### src/rtl/alr_pkg.sv
// Package: shared codes, token layout and walk states for the resolver.
// Assumes: codes are seen by software, so their values are fixed.
package alr_pkg;

    typedef enum logic [3:0] {
        EXC_NONE       = 4'd0,
        EXC_TOKEN_SPEC = 4'd1,
        EXC_LIST_XLATE = 4'd2,
        EXC_LIST_SEQ   = 4'd3,
        EXC_STE_VALID  = 4'd4,
        EXC_STE_SEQ    = 4'd5,
        EXC_EXT_AUTH   = 4'd6,
        EXC_PROTECT    = 4'd7
    } exc_e;

    typedef enum logic [3:0] {
        ST_IDLE, ST_DESC, ST_LE0, ST_LE1,
        ST_STE0, ST_STE1, ST_STE2, ST_AUTH
    } walk_e;

    localparam int TOKEN_RSVD_LSB = 25;

endpackage

### src/rtl/alr_token_check.sv
// Token classifier: flags the two bypass cases and reserved-bit misuse.
// Assumes: bypass cases take priority over reserved-bit checking.
module alr_token_check #(
    parameter int AR_BITS = 4
) (
    input  logic [AR_BITS-1:0] ar_num,
    input  logic [31:0]        token,
    output logic               use_primary,
    output logic               use_secondary,
    output logic               bad_token
);
    import alr_pkg::*;

    // Purpose: classify the token before any memory is touched.
    always_comb begin
        use_primary   = (ar_num == '0) || (token == 32'd0);
        use_secondary = !use_primary && (token == 32'd1);
        bad_token     = |token[31:TOKEN_RSVD_LSB];
    end
endmodule

### src/rtl/alr_auth_bit.sv
// Authority-table byte locator and bit tester.
// Assumes: the read word is big-endian by byte lane; two bits per index.
module alr_auth_bit #(
    parameter int AW = 32
) (
    input  logic [28:0]   auth_origin,
    input  logic [15:0]   eax,
    input  logic [63:0]   word,
    output logic [AW-1:0] word_addr,
    output logic          bit_set
);
    logic [AW-1:0] byte_addr;
    logic [5:0]    lane_lo;
    logic [7:0]    sel_byte;
    logic [7:0]    mask;

    // Purpose: form the byte address and its aligned word address.
    always_comb begin
        byte_addr = (AW'(auth_origin) << 2) + AW'(eax[15:2]);
        word_addr = byte_addr & ~AW'(7);
    end

    // Purpose: pick the addressed byte and test the indexed bit.
    always_comb begin
        lane_lo  = {~byte_addr[2:0], 3'b000};
        sel_byte = word[lane_lo +: 8];
        mask     = 8'h40 >> {eax[1:0], 1'b0};
        bit_set  = |(sel_byte & mask);
    end
endmodule

### src/rtl/alr_walker.sv
// Table-walk sequencer: issues one read at a time, checks each word in
// order and ends with one done pulse carrying a code and a value.
// Assumes: rvalid only answers an outstanding request, never same cycle.
module alr_walker #(
    parameter int AW = 32
) (
    input  logic          clk,
    input  logic          rst_n,
    input  logic          start,
    input  logic          use_primary,
    input  logic          use_secondary,
    input  logic          bad_token,
    input  logic          tok_prim,
    input  logic [7:0]    tok_seq,
    input  logic [15:0]   tok_entry,
    input  logic          is_store,
    input  logic [63:0]   primary_asce,
    input  logic [63:0]   secondary_asce,
    input  logic [AW-1:0] pri_origin,
    input  logic [AW-1:0] dft_origin,
    input  logic [15:0]   eax_in,
    input  logic [AW-1:0] auth_addr,
    input  logic          auth_ok,
    output logic [28:0]   ato_q,
    output logic [15:0]   eax_q,
    output logic          mem_req,
    output logic [AW-1:0] mem_addr,
    input  logic          mem_rvalid,
    input  logic [63:0]   mem_rdata,
    output logic          done,
    output logic [3:0]    exc_code,
    output logic [63:0]   asce_out
);
    import alr_pkg::*;

    localparam logic [AW-1:0] ORIGIN_MASK = AW'(32'h7FFF_FFC0);
    localparam logic [AW-1:0] DESC_OFS    = AW'(16);
    localparam logic [AW-1:0] WORD_OFS    = AW'(8);

    walk_e         state, state_n;
    logic          pend, got;
    logic          fin;
    exc_e          fin_code, exc_q;
    logic [63:0]   fin_val, out_q, asce_hold;
    logic          done_q, store_q;
    logic [7:0]    seq_q;
    logic [15:0]   entry_q, le_aleax;
    logic          le_fo, le_priv;
    logic [31:0]   ste_seq_exp;
    logic [11:0]   atl_q;
    logic [AW-1:0] desc_addr_q, le_base_q, ste_base_q;
    logic          need_auth;

    // Purpose: one request per read state; a response completes it.
    assign mem_req = (state != ST_IDLE) && !pend;
    assign got     = pend && mem_rvalid;
    assign need_auth = le_priv && (eax_q != le_aleax);

    // Purpose: address of the word the current state reads.
    always_comb begin
        case (state)
            ST_DESC: mem_addr = desc_addr_q;
            ST_LE0:  mem_addr = le_base_q;
            ST_LE1:  mem_addr = le_base_q + WORD_OFS;
            ST_STE0: mem_addr = ste_base_q;
            ST_STE1: mem_addr = ste_base_q + WORD_OFS;
            ST_STE2: mem_addr = ste_base_q + DESC_OFS;
            ST_AUTH: mem_addr = auth_addr;
            default: mem_addr = '0;
        endcase
    end

    // Purpose: ordered checks deciding the next state or the final result.
    always_comb begin
        state_n  = state;
        fin      = 1'b0;
        fin_code = EXC_NONE;
        fin_val  = '0;
        case (state)
            ST_IDLE: if (start) begin
                if (use_primary) begin
                    fin = 1'b1; fin_val = primary_asce;
                end else if (use_secondary) begin
                    fin = 1'b1; fin_val = secondary_asce;
                end else if (bad_token) begin
                    fin = 1'b1; fin_code = EXC_TOKEN_SPEC;
                end else begin
                    state_n = ST_DESC;
                end
            end
            ST_DESC: if (got) begin
                if (entry_q[15:3] > {5'b0, mem_rdata[7:0]}) begin
                    fin = 1'b1; fin_code = EXC_LIST_XLATE;
                end else state_n = ST_LE0;
            end
            ST_LE0: if (got) begin
                if (mem_rdata[63]) begin
                    fin = 1'b1; fin_code = EXC_LIST_XLATE;
                end else if (mem_rdata[55:48] != seq_q) begin
                    fin = 1'b1; fin_code = EXC_LIST_SEQ;
                end else state_n = ST_LE1;
            end
            ST_LE1: if (got) state_n = ST_STE0;
            ST_STE0: if (got) begin
                if (mem_rdata[63]) begin
                    fin = 1'b1; fin_code = EXC_STE_VALID;
                end else state_n = ST_STE1;
            end
            ST_STE1: if (got) state_n = ST_STE2;
            ST_STE2: if (got) begin
                fin = 1'b1;
                if (mem_rdata[31:0] != ste_seq_exp) fin_code = EXC_STE_SEQ;
                else if (need_auth && (eax_q[15:4] > atl_q)) fin_code = EXC_EXT_AUTH;
                else if (need_auth) begin fin = 1'b0; state_n = ST_AUTH; end
                else if (le_fo && store_q) fin_code = EXC_PROTECT;
                else fin_val = asce_hold;
            end
            ST_AUTH: if (got) begin
                fin = 1'b1;
                if (!auth_ok) fin_code = EXC_EXT_AUTH;
                else if (le_fo && store_q) fin_code = EXC_PROTECT;
                else fin_val = asce_hold;
            end
            default: state_n = ST_IDLE;
        endcase
        if (fin) state_n = ST_IDLE;
    end

    // Purpose: state, request tracking, field capture and result registers.
    always_ff @(posedge clk) begin
        if (!rst_n) begin
            state <= ST_IDLE; pend <= 1'b0; done_q <= 1'b0;
            exc_q <= EXC_NONE; out_q <= '0; asce_hold <= '0;
            store_q <= 1'b0; seq_q <= '0; entry_q <= '0; eax_q <= '0;
            le_aleax <= '0; le_fo <= 1'b0; le_priv <= 1'b0;
            ste_seq_exp <= '0; atl_q <= '0; ato_q <= '0;
            desc_addr_q <= '0; le_base_q <= '0; ste_base_q <= '0;
        end else begin
            state  <= state_n;
            done_q <= fin;
            if (fin) begin exc_q <= fin_code; out_q <= fin_val; end
            if (mem_req) pend <= 1'b1;
            else if (got) pend <= 1'b0;
            if (state == ST_IDLE && start) begin
                store_q <= is_store; seq_q <= tok_seq;
                entry_q <= tok_entry; eax_q <= eax_in;
                desc_addr_q <= ((tok_prim ? pri_origin : dft_origin) & ORIGIN_MASK) + DESC_OFS;
            end
            if (got) begin
                case (state)
                    ST_DESC: le_base_q <= (AW'(mem_rdata[63:40]) << 7) + (AW'(entry_q) << 4);
                    ST_LE0: begin
                        le_fo <= mem_rdata[62]; le_priv <= mem_rdata[61];
                        le_aleax <= mem_rdata[47:32];
                        ste_base_q <= AW'(mem_rdata[24:0]) << 6;
                    end
                    ST_LE1:  ste_seq_exp <= mem_rdata[31:0];
                    ST_STE0: begin atl_q <= mem_rdata[43:32]; ato_q <= mem_rdata[28:0]; end
                    ST_STE1: asce_hold <= mem_rdata;
                    default: ;
                endcase
            end
        end
    end

    assign done     = done_q;
    assign exc_code = exc_q;
    assign asce_out = out_q;

    // Requests are single-cycle pulses.
    assert_req_pulse_R11: assert property (@(posedge clk) disable iff (!rst_n)
        mem_req |=> !mem_req);
    // Requests are word aligned.
    assert_req_aligned_R11: assert property (@(posedge clk) disable iff (!rst_n)
        mem_req |-> (mem_addr[2:0] == 3'b000));
    // Done is a single-cycle pulse.
    assert_done_pulse_R11: assert property (@(posedge clk) disable iff (!rst_n)
        done |=> !done);
    // Bypass tokens finish at once with no read.
    assert_bypass_fast_R1: assert property (@(posedge clk) disable iff (!rst_n)
        (state == ST_IDLE && start && (use_primary || use_secondary))
        |=> (done && exc_code == 4'd0 && !mem_req));
    // Reserved bits finish at once with code 1.
    assert_bad_token_R2: assert property (@(posedge clk) disable iff (!rst_n)
        (state == ST_IDLE && start && bad_token && !use_primary && !use_secondary)
        |=> (done && exc_code == 4'd1 && !mem_req));
    // Any exception carries a zero value.
    assert_exc_zero_R10: assert property (@(posedge clk) disable iff (!rst_n)
        (done && exc_code != 4'd0) |-> (asce_out == 64'd0));
    // Authority reads happen only for a private, index-mismatched entry.
    assert_auth_needed_R6: assert property (@(posedge clk) disable iff (!rst_n)
        (state == ST_AUTH) |-> (le_priv && eax_q != le_aleax));
endmodule

### src/rtl/alr_resolver.sv
// Top: resolves an access-list token into an address-space control element.
// Assumes: inputs are held stable in the cycle start is sampled.
module alr_resolver #(
    parameter int AW      = 32,
    parameter int AR_BITS = 4
) (
    input  logic               clk,
    input  logic               rst_n,
    input  logic               start,
    input  logic [AR_BITS-1:0] ar_num,
    input  logic [31:0]        token,
    input  logic               is_store,
    input  logic [63:0]        ctl_primary_asce,
    input  logic [63:0]        ctl_secondary_asce,
    input  logic [AW-1:0]      ctl_list_pri_origin,
    input  logic [AW-1:0]      ctl_list_dft_origin,
    input  logic [15:0]        ctl_ext_auth_idx,
    output logic               mem_req,
    output logic [AW-1:0]      mem_addr,
    input  logic               mem_rvalid,
    input  logic [63:0]        mem_rdata,
    output logic               done,
    output logic [3:0]         exc_code,
    output logic [63:0]        asce_out
);
    logic          use_primary, use_secondary, bad_token;
    logic [28:0]   ato_q;
    logic [15:0]   eax_q;
    logic [AW-1:0] auth_addr;
    logic          auth_ok;

    alr_token_check #(.AR_BITS(AR_BITS)) u_tok (
        .ar_num(ar_num), .token(token),
        .use_primary(use_primary), .use_secondary(use_secondary),
        .bad_token(bad_token)
    );

    alr_auth_bit #(.AW(AW)) u_auth (
        .auth_origin(ato_q), .eax(eax_q), .word(mem_rdata),
        .word_addr(auth_addr), .bit_set(auth_ok)
    );

    alr_walker #(.AW(AW)) u_walk (
        .clk(clk), .rst_n(rst_n), .start(start),
        .use_primary(use_primary), .use_secondary(use_secondary),
        .bad_token(bad_token), .tok_prim(token[24]),
        .tok_seq(token[23:16]), .tok_entry(token[15:0]),
        .is_store(is_store), .primary_asce(ctl_primary_asce),
        .secondary_asce(ctl_secondary_asce),
        .pri_origin(ctl_list_pri_origin), .dft_origin(ctl_list_dft_origin),
        .eax_in(ctl_ext_auth_idx), .auth_addr(auth_addr), .auth_ok(auth_ok),
        .ato_q(ato_q), .eax_q(eax_q),
        .mem_req(mem_req), .mem_addr(mem_addr),
        .mem_rvalid(mem_rvalid), .mem_rdata(mem_rdata),
        .done(done), .exc_code(exc_code), .asce_out(asce_out)
    );
endmodule

### config.mk
export PLATFORM = sky130hd
export DESIGN_NAME = alr_resolver
export DESIGN_NICKNAME = d
export VERILOG_FILES = /design/src/rtl/alr_pkg.sv /design/src/rtl/alr_token_check.sv /design/src/rtl/alr_auth_bit.sv /design/src/rtl/alr_walker.sv /design/src/rtl/alr_resolver.sv
export SDC_FILE = /design/constraint.sdc
export NUM_CORES = 1
export LEC_CHECK = 0
export BUFFER_PORTS_ARGS = -buffer_cell sky130_fd_sc_hd__buf_2
export CAP_MARGIN = 40
export CELL_PAD_IN_SITES_DETAIL_PLACEMENT = 0
export CELL_PAD_IN_SITES_GLOBAL_PLACEMENT = 1
export CORE_ASPECT_RATIO = 0.8
export CORE_MARGIN = 10
export CORE_UTILIZATION = 42
export CTS_BUF_LIST = sky130_fd_sc_hd__clkbuf_16
export DETAILED_ROUTE_END_ITERATION = 12
export GPL_TIMING_DRIVEN = 0
export PLACE_DENSITY = 0.89
export RECOVER_POWER = 100
export SLEW_MARGIN = 20
export SYNTH_ARGS = -nofsm -noshare
export SYNTH_HDL_FRONTEND = slang
export SYNTH_HIERARCHICAL = 1
export SYNTH_SLANG_ARGS = --single-unit
### constraint.sdc
create_clock -name clk -period 5.1 [get_ports clk]
set_input_delay 1.02 -clock clk [delete_from_list [all_inputs] [get_ports clk]]
set_output_delay 1.02 -clock clk [all_outputs]
set_load 0.1 [all_outputs]
==> summary.md, run 1 <==
| Metric | Value |
|---|---|
| Status | complete, but fails checks |
| Failing checks | max-capacitance violations |
| WL per Instance | about 23 um |
| P_leak | 7.925 nW |
| # DRC | 0 |
| Post-synth ARST share | 0 |
| Drt first pass iters | 8 |
| Final WL | around 74 mm |
| Max clock buf depth | 3 |
| CTS Root Cell | clkbuf_16 |
| Synth Flop Type | dfxtp_1 |
| Port-buffer cells | 394 |
| Max cap viols | 1 |
| Filler instances | 4,060 |
| I/O Pins | approximately 420 |
| Max FO, Critical Path | 7 |
| Final slew viol count | 0 |
| Top cells by area, synth | dfxtp_1 (40%), nand2_1 (13%), a21oi_1 (7.7%) |
| Gr ovfl total | 0 |
| Synth Cell Area | about 0.017 sq mm |
| CP Launch Type | flop |
| CTS tree | done |
| Die area | between 0.04 and 0.05 sq mm |
| Clock sinks | roughly 350 |
| Skew-Pair Late Insertion Delay | about 550 ps |
| Final Hold Fails | 0 |
| Clock skew | around 23 ps |
| H-tree depth | 2 |
| Crit path arrival time | between 3000 and 4000 ps |
| RSZ-0062 raised after global routing | no |
| Via count of the first global-routing pass | about 18,000 |
| Final Critical Period | slightly below 5000 ps |
| Min-delay worst type | reg -> reg |
| WP buf/inv | 2 |
| DIE HEIGHT | roughly 200 um |
| First-pass GRT wire length | around 110 mm |
| Final period utilization | 0.9738 |
| Design Area, Final | around 0.021 sq mm |
| Largest stage delay, worst path | around 500 ps |
| Area leader, netlist | dfxtp_1 |
| Most frequent cells in the layout | nand2_1 (611), dfxtp_1 (347), buf_2 (303), a21oi_1 (266), clkbuf_1 (232) |
| Post-Synthesis Cells | roughly 2,200 |
| Layout area overhead | 22.44% |
| Final Setup Violations | 0 |
| Cell Area, Placed | 0.02006 sq mm |
| DR vias | ~19,000 |
| Post-synth EDFFs | 0 |
| Largest net degree at the start of global routing | 14 |
| Crit Path Class | reg -> out |
| Post-route ant nets | 0 |
| Die Wd | about 250 um |
| VDD IR max | between 0.15 and 0.2 mV |
| Total Routing Usage GR | 0.2793 |
| Worst-path cell chain | ha_1 > inv_1 > fa_1 > nor2b_1 > o2111ai_1 > a21o_1 > a31oi_4 > nand3_1 > xnor2_1 > a222oi_1 > nand2_1 > clkbuf_2 |
| Total power | approximately 7.9 mW |
| Syn_area_per_cell | 7.770 sq um |
| Crit. End Element | output port |
| GPL Wtd Cong | about 0.97 |
| Initial antenna violation count | 12 |
| Initial DRC Count | ~1,900 |
| Critical-path top delay cell | dfxtp_1 |
| Pwr dens | between 300 and 400 mW/mm^2 |
| Total Neg Setup Slack | 0 ps |
| Seq cells post-synth | roughly 350 |
| Yosys top cell area share | 0.4005 |
| FP Rows | 66 |
| Worst-path clk slew | 60 ps |
| Yosys cell types | 66 |
| Final Net Count | around 3,000 |
| Seq/Total Area, Yosys | 0.4005 |
| Most common cell after layout, fill and taps aside | nand2_1 |
| Total CTS buffers | 38 |
| Max transition margin | 0.003732 |
| CTS Hold Bufs | 0 |
| Total core area | 0.04071 sq mm |
| Synth Warn # | 6 |
| WP data required | between 4000 and 5000 ps |
| Top delay family on crit path | compound AO/OA/AOI/OAI gates |
| Mean number of vias per cell | 5.758 |
| Initial core utilization | 0.4260 |
| DP Wirelength | 58.75 mm |
| Worst slew pin tran | between 1000 and 1500 ps |
| Layout cell share with drive strength beyond 1 | 0.1521 |
| Max Freq | between 200 and 250 MHz |
==> through the flow <==
step | hold slack (ps) | setup WS (ps) | instances | utilization
2_1_floorplan | 431.5 | 1071 | 2234 | -
3_3_place_gp | 443.0 | 234.3 | 3172 | 0.4913
3_5_place_dp | 447.9 | 637.8 | 3176 | 0.4927
4_1_cts | 456.2 | 147.4 | 3245 | 0.5243
5_1_grt | 473.8 | 12.74 | 3249 | 0.5215
6_report | 457.1 | 133.8 | 3250 | 0.5216
==> where the power goes <==
part | internal, mW | leakage [nW] | switching, mW
clock | 1.72 | 0.645 | 1.18
combinational | 0.534 | 4.47 | 1.48
sequential | 2.84 | 2.81 | 0.140
==> worst paths after layout <==
kind	start	endpoint	depth (start not counted)	slack (ps)
hold reg to reg	u_walk/atl_q[3]$_SDFFE_PN0P_	u_walk/atl_q[3]$_SDFFE_PN0P_	2	460
setup reg to reg	u_walk/state[0]$_SDFFE_PP0P_	u_walk/state[2]$_SDFFE_PP0P_	11	870
setup / recovery	u_walk/eax_q[4]$_SDFFE_PN0P_	mem_addr[20]	12	130
hold / removal	u_walk/atl_q[3]$_SDFFE_PN0P_	u_walk/atl_q[3]$_SDFFE_PN0P_	2	460
==> worst reg2reg max path: stages, from the launching register on <==
cell       delay, ps
dfxtp_1          390
inv_1             80
ha_1             190
clkbuf_1         220
nand3b_1         500
nor2_1           140
a21oi_1          180
o2111ai_1        150
nor4_2          1200
clkbuf_1         500
o21ai_0          330
a211oi_1         260
==> sequential cells by signal (all words and copies together) (netlist names), 16 cells and up <==
register / cells
u_walk/asce_hold: 64
u_walk/entry_q: 16
u_walk/desc_addr_q: 26
u_walk/ato_q: 29
u_walk/le_aleax: 16
u_walk/eax_q: 16
u_walk/ste_seq_exp: 32
u_walk/ste_base_q: 25
u_walk/asce_out: 64
u_walk/le_base_q: 28
==> final cells by class <==
| class | instances | area [sq um] | share of cell area |
|---|---|---|---|
| multi-input cells | 1685 | 9612 | 0.4526 |
| well taps | 544 | 680.7 | 0.03205 |
| inverters | 35 | 131.4 | 0.006187 |
| diodes | 3 | 7.507 | 0.0003535 |
| plain buffers | 167 | 653.1 | 0.03076 |
| flip-flops and latches | 347 | 6947 | 0.3271 |
| repair buffers | 400 | 1918 | 0.09033 |
| clock buffers | 38 | 950.9 | 0.04478 |
| clock inverters | 31 | 335.3 | 0.01579 |
==> cell usage after synthesis, types with 4 or more instances <==
cell type  number
xnor2_1        82
o21a_1          7
o31ai_1        10
clkbuf_1      145
inv_1          34
a211oi_1       38
dfxtp_1       347
or4_1           6
nand4_1        25
buf_2          13
or3_1           5
nor3_1         20
a221oi_1       65
a31oi_1         7
a21o_1          9
a21oi_1       266
o211ai_1        5
o2111ai_1       4
o21ai_0        90
nand2_1       611
nor2_1        123
nand3_1        27
buf_4           6
and2_1         12
xor2_1         12
o31a_1          4
ha_1           49
nor2b_1         7
mux4_2         10
mux2i_1        25
nor4_1          6
a22oi_1        65
a222oi_1       25
and3_1         20
nand2b_1        6
==> layer usage <==
layer	vias up	share of wire	global-route usage	wire, um
met5	-	0.0016	0	115
met4	18	0.019	0.06545	1432
met3	115	0.11	0.07493	7809
met2	904	0.44	0.4347	32580
met1	8927	0.43	0.3771	31750
li1	8751	-	-	-
==> kinds of logic after synthesis <==
logic type,share of synthesized area
simple gates,0.2121
compound gates,0.2278
flops,0.4005
buf+inv,0.04596
xor+xnor,0.04747
fa+ha+maj,0.03766
mux,0.02806
other cells,0.0004330
==> timing repair <==
| item | in CTS | in global routing |
|---|---|---|
| gates resized for setup | 0 | 1 |
| setup buffers | 0 | 0 |
| endpoints found under the setup margin | 0 | 4 |
No activity file was read; power rests on OpenSTA's default activity.
==> inputs of run 2 (changes only) <==
--- a/config.mk
+++ b/config.mk
@@ -7,15 +7,15 @@
 export LEC_CHECK = 0
 export BUFFER_PORTS_ARGS = -buffer_cell sky130_fd_sc_hd__buf_2
 export CAP_MARGIN = 40
-export CELL_PAD_IN_SITES_DETAIL_PLACEMENT = 0
-export CELL_PAD_IN_SITES_GLOBAL_PLACEMENT = 1
+export CELL_PAD_IN_SITES_DETAIL_PLACEMENT = 1
+export CELL_PAD_IN_SITES_GLOBAL_PLACEMENT = 2
 export CORE_ASPECT_RATIO = 0.8
 export CORE_MARGIN = 10
-export CORE_UTILIZATION = 42
+export CORE_UTILIZATION = 33
 export CTS_BUF_LIST = sky130_fd_sc_hd__clkbuf_16
 export DETAILED_ROUTE_END_ITERATION = 12
 export GPL_TIMING_DRIVEN = 0
-export PLACE_DENSITY = 0.89
+export PLACE_DENSITY = 0.9
 export RECOVER_POWER = 100
 export SLEW_MARGIN = 20
 export SYNTH_ARGS = -nofsm -noshare
==> run 2 against run 1 <==
Sequential share of layout area down 0.26 points. Non-clock buffer count grew 1. Hold slack improved by 2.0 ps. Global-route usage down 3.0 points. Highest routed layer unchanged. Final area grew 0.82%. Clock power shrank 2%. Setup slack better by 18 ps. Die area rose by 25%. Critical path type unchanged. The flow now finishes without violations.
==> summary.md, run 2 (synthesis results as in run 1) <==
| Metric | Value |
|---|---|
| Max Freq | just over 200 MHz |
| Gate power share | 0.263 |
| Worst-path clk slew | 60 ps |
| Initial DRC Count | ~1,700 |
| Total Neg Setup Slack | 0 ps |
| Gr ovfl total | 0 |
| Most frequent cells in the layout | nand2_1 (611), dfxtp_1 (345), buf_2 (306), a21oi_1 (266), clkbuf_1 (227) |
| Layout cell share with drive strength beyond 1 | 0.1561 |
| Mean number of vias per cell | approximately 5.6 |
| WL per Instance | 24.12 um |
| Crit. End Element | output port |
| Clock sinks | roughly 350 |
| Skew-Pair Late Insertion Delay | about 570 ps |
| RSZ-0062 raised after global routing | no |
| Fin util | 0.4104 |
| Crit path arrival time | approximately 3900 ps |
| Post-route ant nets | 0 |
| Worst slew pin tran | around 1300 ps |
| Sw power | around 2.9 mW |
| DR vias | between 15,000 and 20,000 |
| Clock power frac | 0.359 |
| Total Routing Usage GR | 0.2495 |
| First-pass GRT wire length | 120.5 mm |
| CTS Root Cell | clkbuf_16 |
| Final Setup Violations | 0 |
| Status | finished, final reports clean |
| Final slew viol count | 0 |
| Initial antenna violation count | 12 |
| Die Wd | approximately 280 um |
| Final Hold Fails | 0 |
| CTS Hold Bufs | 0 |
| Total core area | roughly 0.052 sq mm |
| Die area | 0.06218 sq mm |
| Layout area overhead | 23.45% |
| Final Net Count | ~3,000 |
| Total CTS buffers | 40 |
| Area of the multi-input gates | just under 0.01 sq mm |
| FP Rows | between 70 and 80 |
| Pwr dens | 369.4 mW/mm^2 |
| VDD IR max | between 0.2 and 0.25 mV |
| Final WL | 82.12 mm |
| CP Launch Type | flop |
| Initial core utilization | 0.3324 |
| DP Wirelength | around 66 mm |
| CTS tree | done |
| H-tree depth | 2 |
| Max clock buf depth | 3 |
| Final Critical Period | approximately 4900 ps |
| Max cap viols | 0 |
| Largest net degree at the start of global routing | 14 |
| P_leak | ~7.9 nW |
| Most common cell after layout, fill and taps aside | nand2_1 |
| Min-delay worst type | reg -> reg |
| Max transition margin | 0.1056 |
| Clock skew | roughly 12 ps |
| WP data required | between 4000 and 5000 ps |
| Max FO, Critical Path | 7 |
| Sw Ratio | 0.3684 |
| Seq pwr share | 0.378 |
| Register Area | just under 0.007 sq mm |
| I/O Pins | ~420 |
| P_int | 4.996 mW |
| Drt first pass iters | 8 |
| Final period utilization | 0.9703 |
| Port-buffer cells | around 390 |
| # DRC | 0 |
| Filler instances | 6,568 |
| DIE HEIGHT | roughly 230 um |
| Crit Path Class | reg -> out |
| GPL Wtd Cong | ~0.96 |
| Via count of the first global-routing pass | between 15,000 and 20,000 |
-- run 2: changes by cell type in the layout (fill, tap and decap cells not counted), moves of 3 or more --
cell       change
clkbuf_1       -5
buf_2          +3
bufinv_16      -4
clkinv_2       +9
clkbuf_16      +3
clkbuf_2       +3
-- run 2: critical path: stages (launching register included) --
cell and delay [ps]:
dfxtp_2 430, ha_1 240, inv_1 70, fa_1 400, nor2b_1 180, o2111ai_1 190
a21o_1 280, a31oi_4 310, xor2_1 120, a222oi_1 580, nand2_1 150, clkbuf_2 410
-- run 2: final timing paths --
check	to	from	slack, ps	cells after the start
worst min register to register	u_walk/asce_hold[27]$_SDFFE_PN0P_	u_walk/asce_hold[27]$_SDFFE_PN0P_	460	2
worst max register to register	u_walk/state[2]$_SDFFE_PP0P_	u_walk/state[0]$_SDFFE_PP0P_	920	12
worst min-delay path	u_walk/asce_hold[27]$_SDFFE_PN0P_	u_walk/asce_hold[27]$_SDFFE_PN0P_	460	2
worst max-delay path	mem_addr[16]	u_walk/eax_q[4]$_SDFFE_PN0P_	150	11
-- run 2: what timing repair did --
| action | 4_1_cts | 5_1_grt |
|---|---|---|
| cloned | 0 | 0 |
| buffers inserted | 0 | 0 |
| pin swaps | 0 | 2 |
| setup endpoints to repair | 1 | 7 |
| resized for setup | 1 | 2 |
-- run 2: stage by stage --
step           total power [mW]  std cells  hold slack (ps)  setup slack [ps]  cell area, sq um
2_1_floorplan             4.277       2234            431.5              1071             17350
3_3_place_gp              5.036       3321            443.3             192.4             20190
3_5_place_dp              5.103       3327            450.5             554.9             20260
4_1_cts                   7.945       3401            458.6             64.12             21530
5_1_grt                   8.237       3405            471.8             12.00             21410
6_report                  7.909       3405            459.0             151.5             21410
-- run 2: per-layer routing --
layer / global-route usage / up-vias / part of all wire / routed length [um]
met5: 0 / - / 0.00071 / 58
met4: 0.06778 / 10 / 0.024 / 1939
met3: 0.05501 / 114 / 0.073 / 5978
met2: 0.4002 / 709 / 0.45 / 37230
met1: 0.3326 / 9419 / 0.45 / 36900
li1: - / 8748 / - / -
-- run 2: layout make-up --
cell class | count | share of cell area
diodes | 3 | 0.0003506
plain buffers | 167 | 0.03056
clock buffers | 41 | 0.04792
clock inverters | 33 | 0.01104
inverters | 35 | 0.006136
multi-input cells | 1685 | 0.4487
flip-flops and latches | 347 | 0.3246
well taps | 693 | 0.04050
repair buffers | 401 | 0.09023
-- run 2: power by group through the flow --
stage	Combinational, mW	Sequential, mW	Clock (mW)
2_1_floorplan	1.16	3.11	0
3_3_place_gp	2.00	3.03	0
3_5_place_dp	2.06	3.04	0
4_1_cts	2.08	2.98	2.89
5_1_grt	2.23	2.99	3.01
6_report	2.08	2.99	2.84
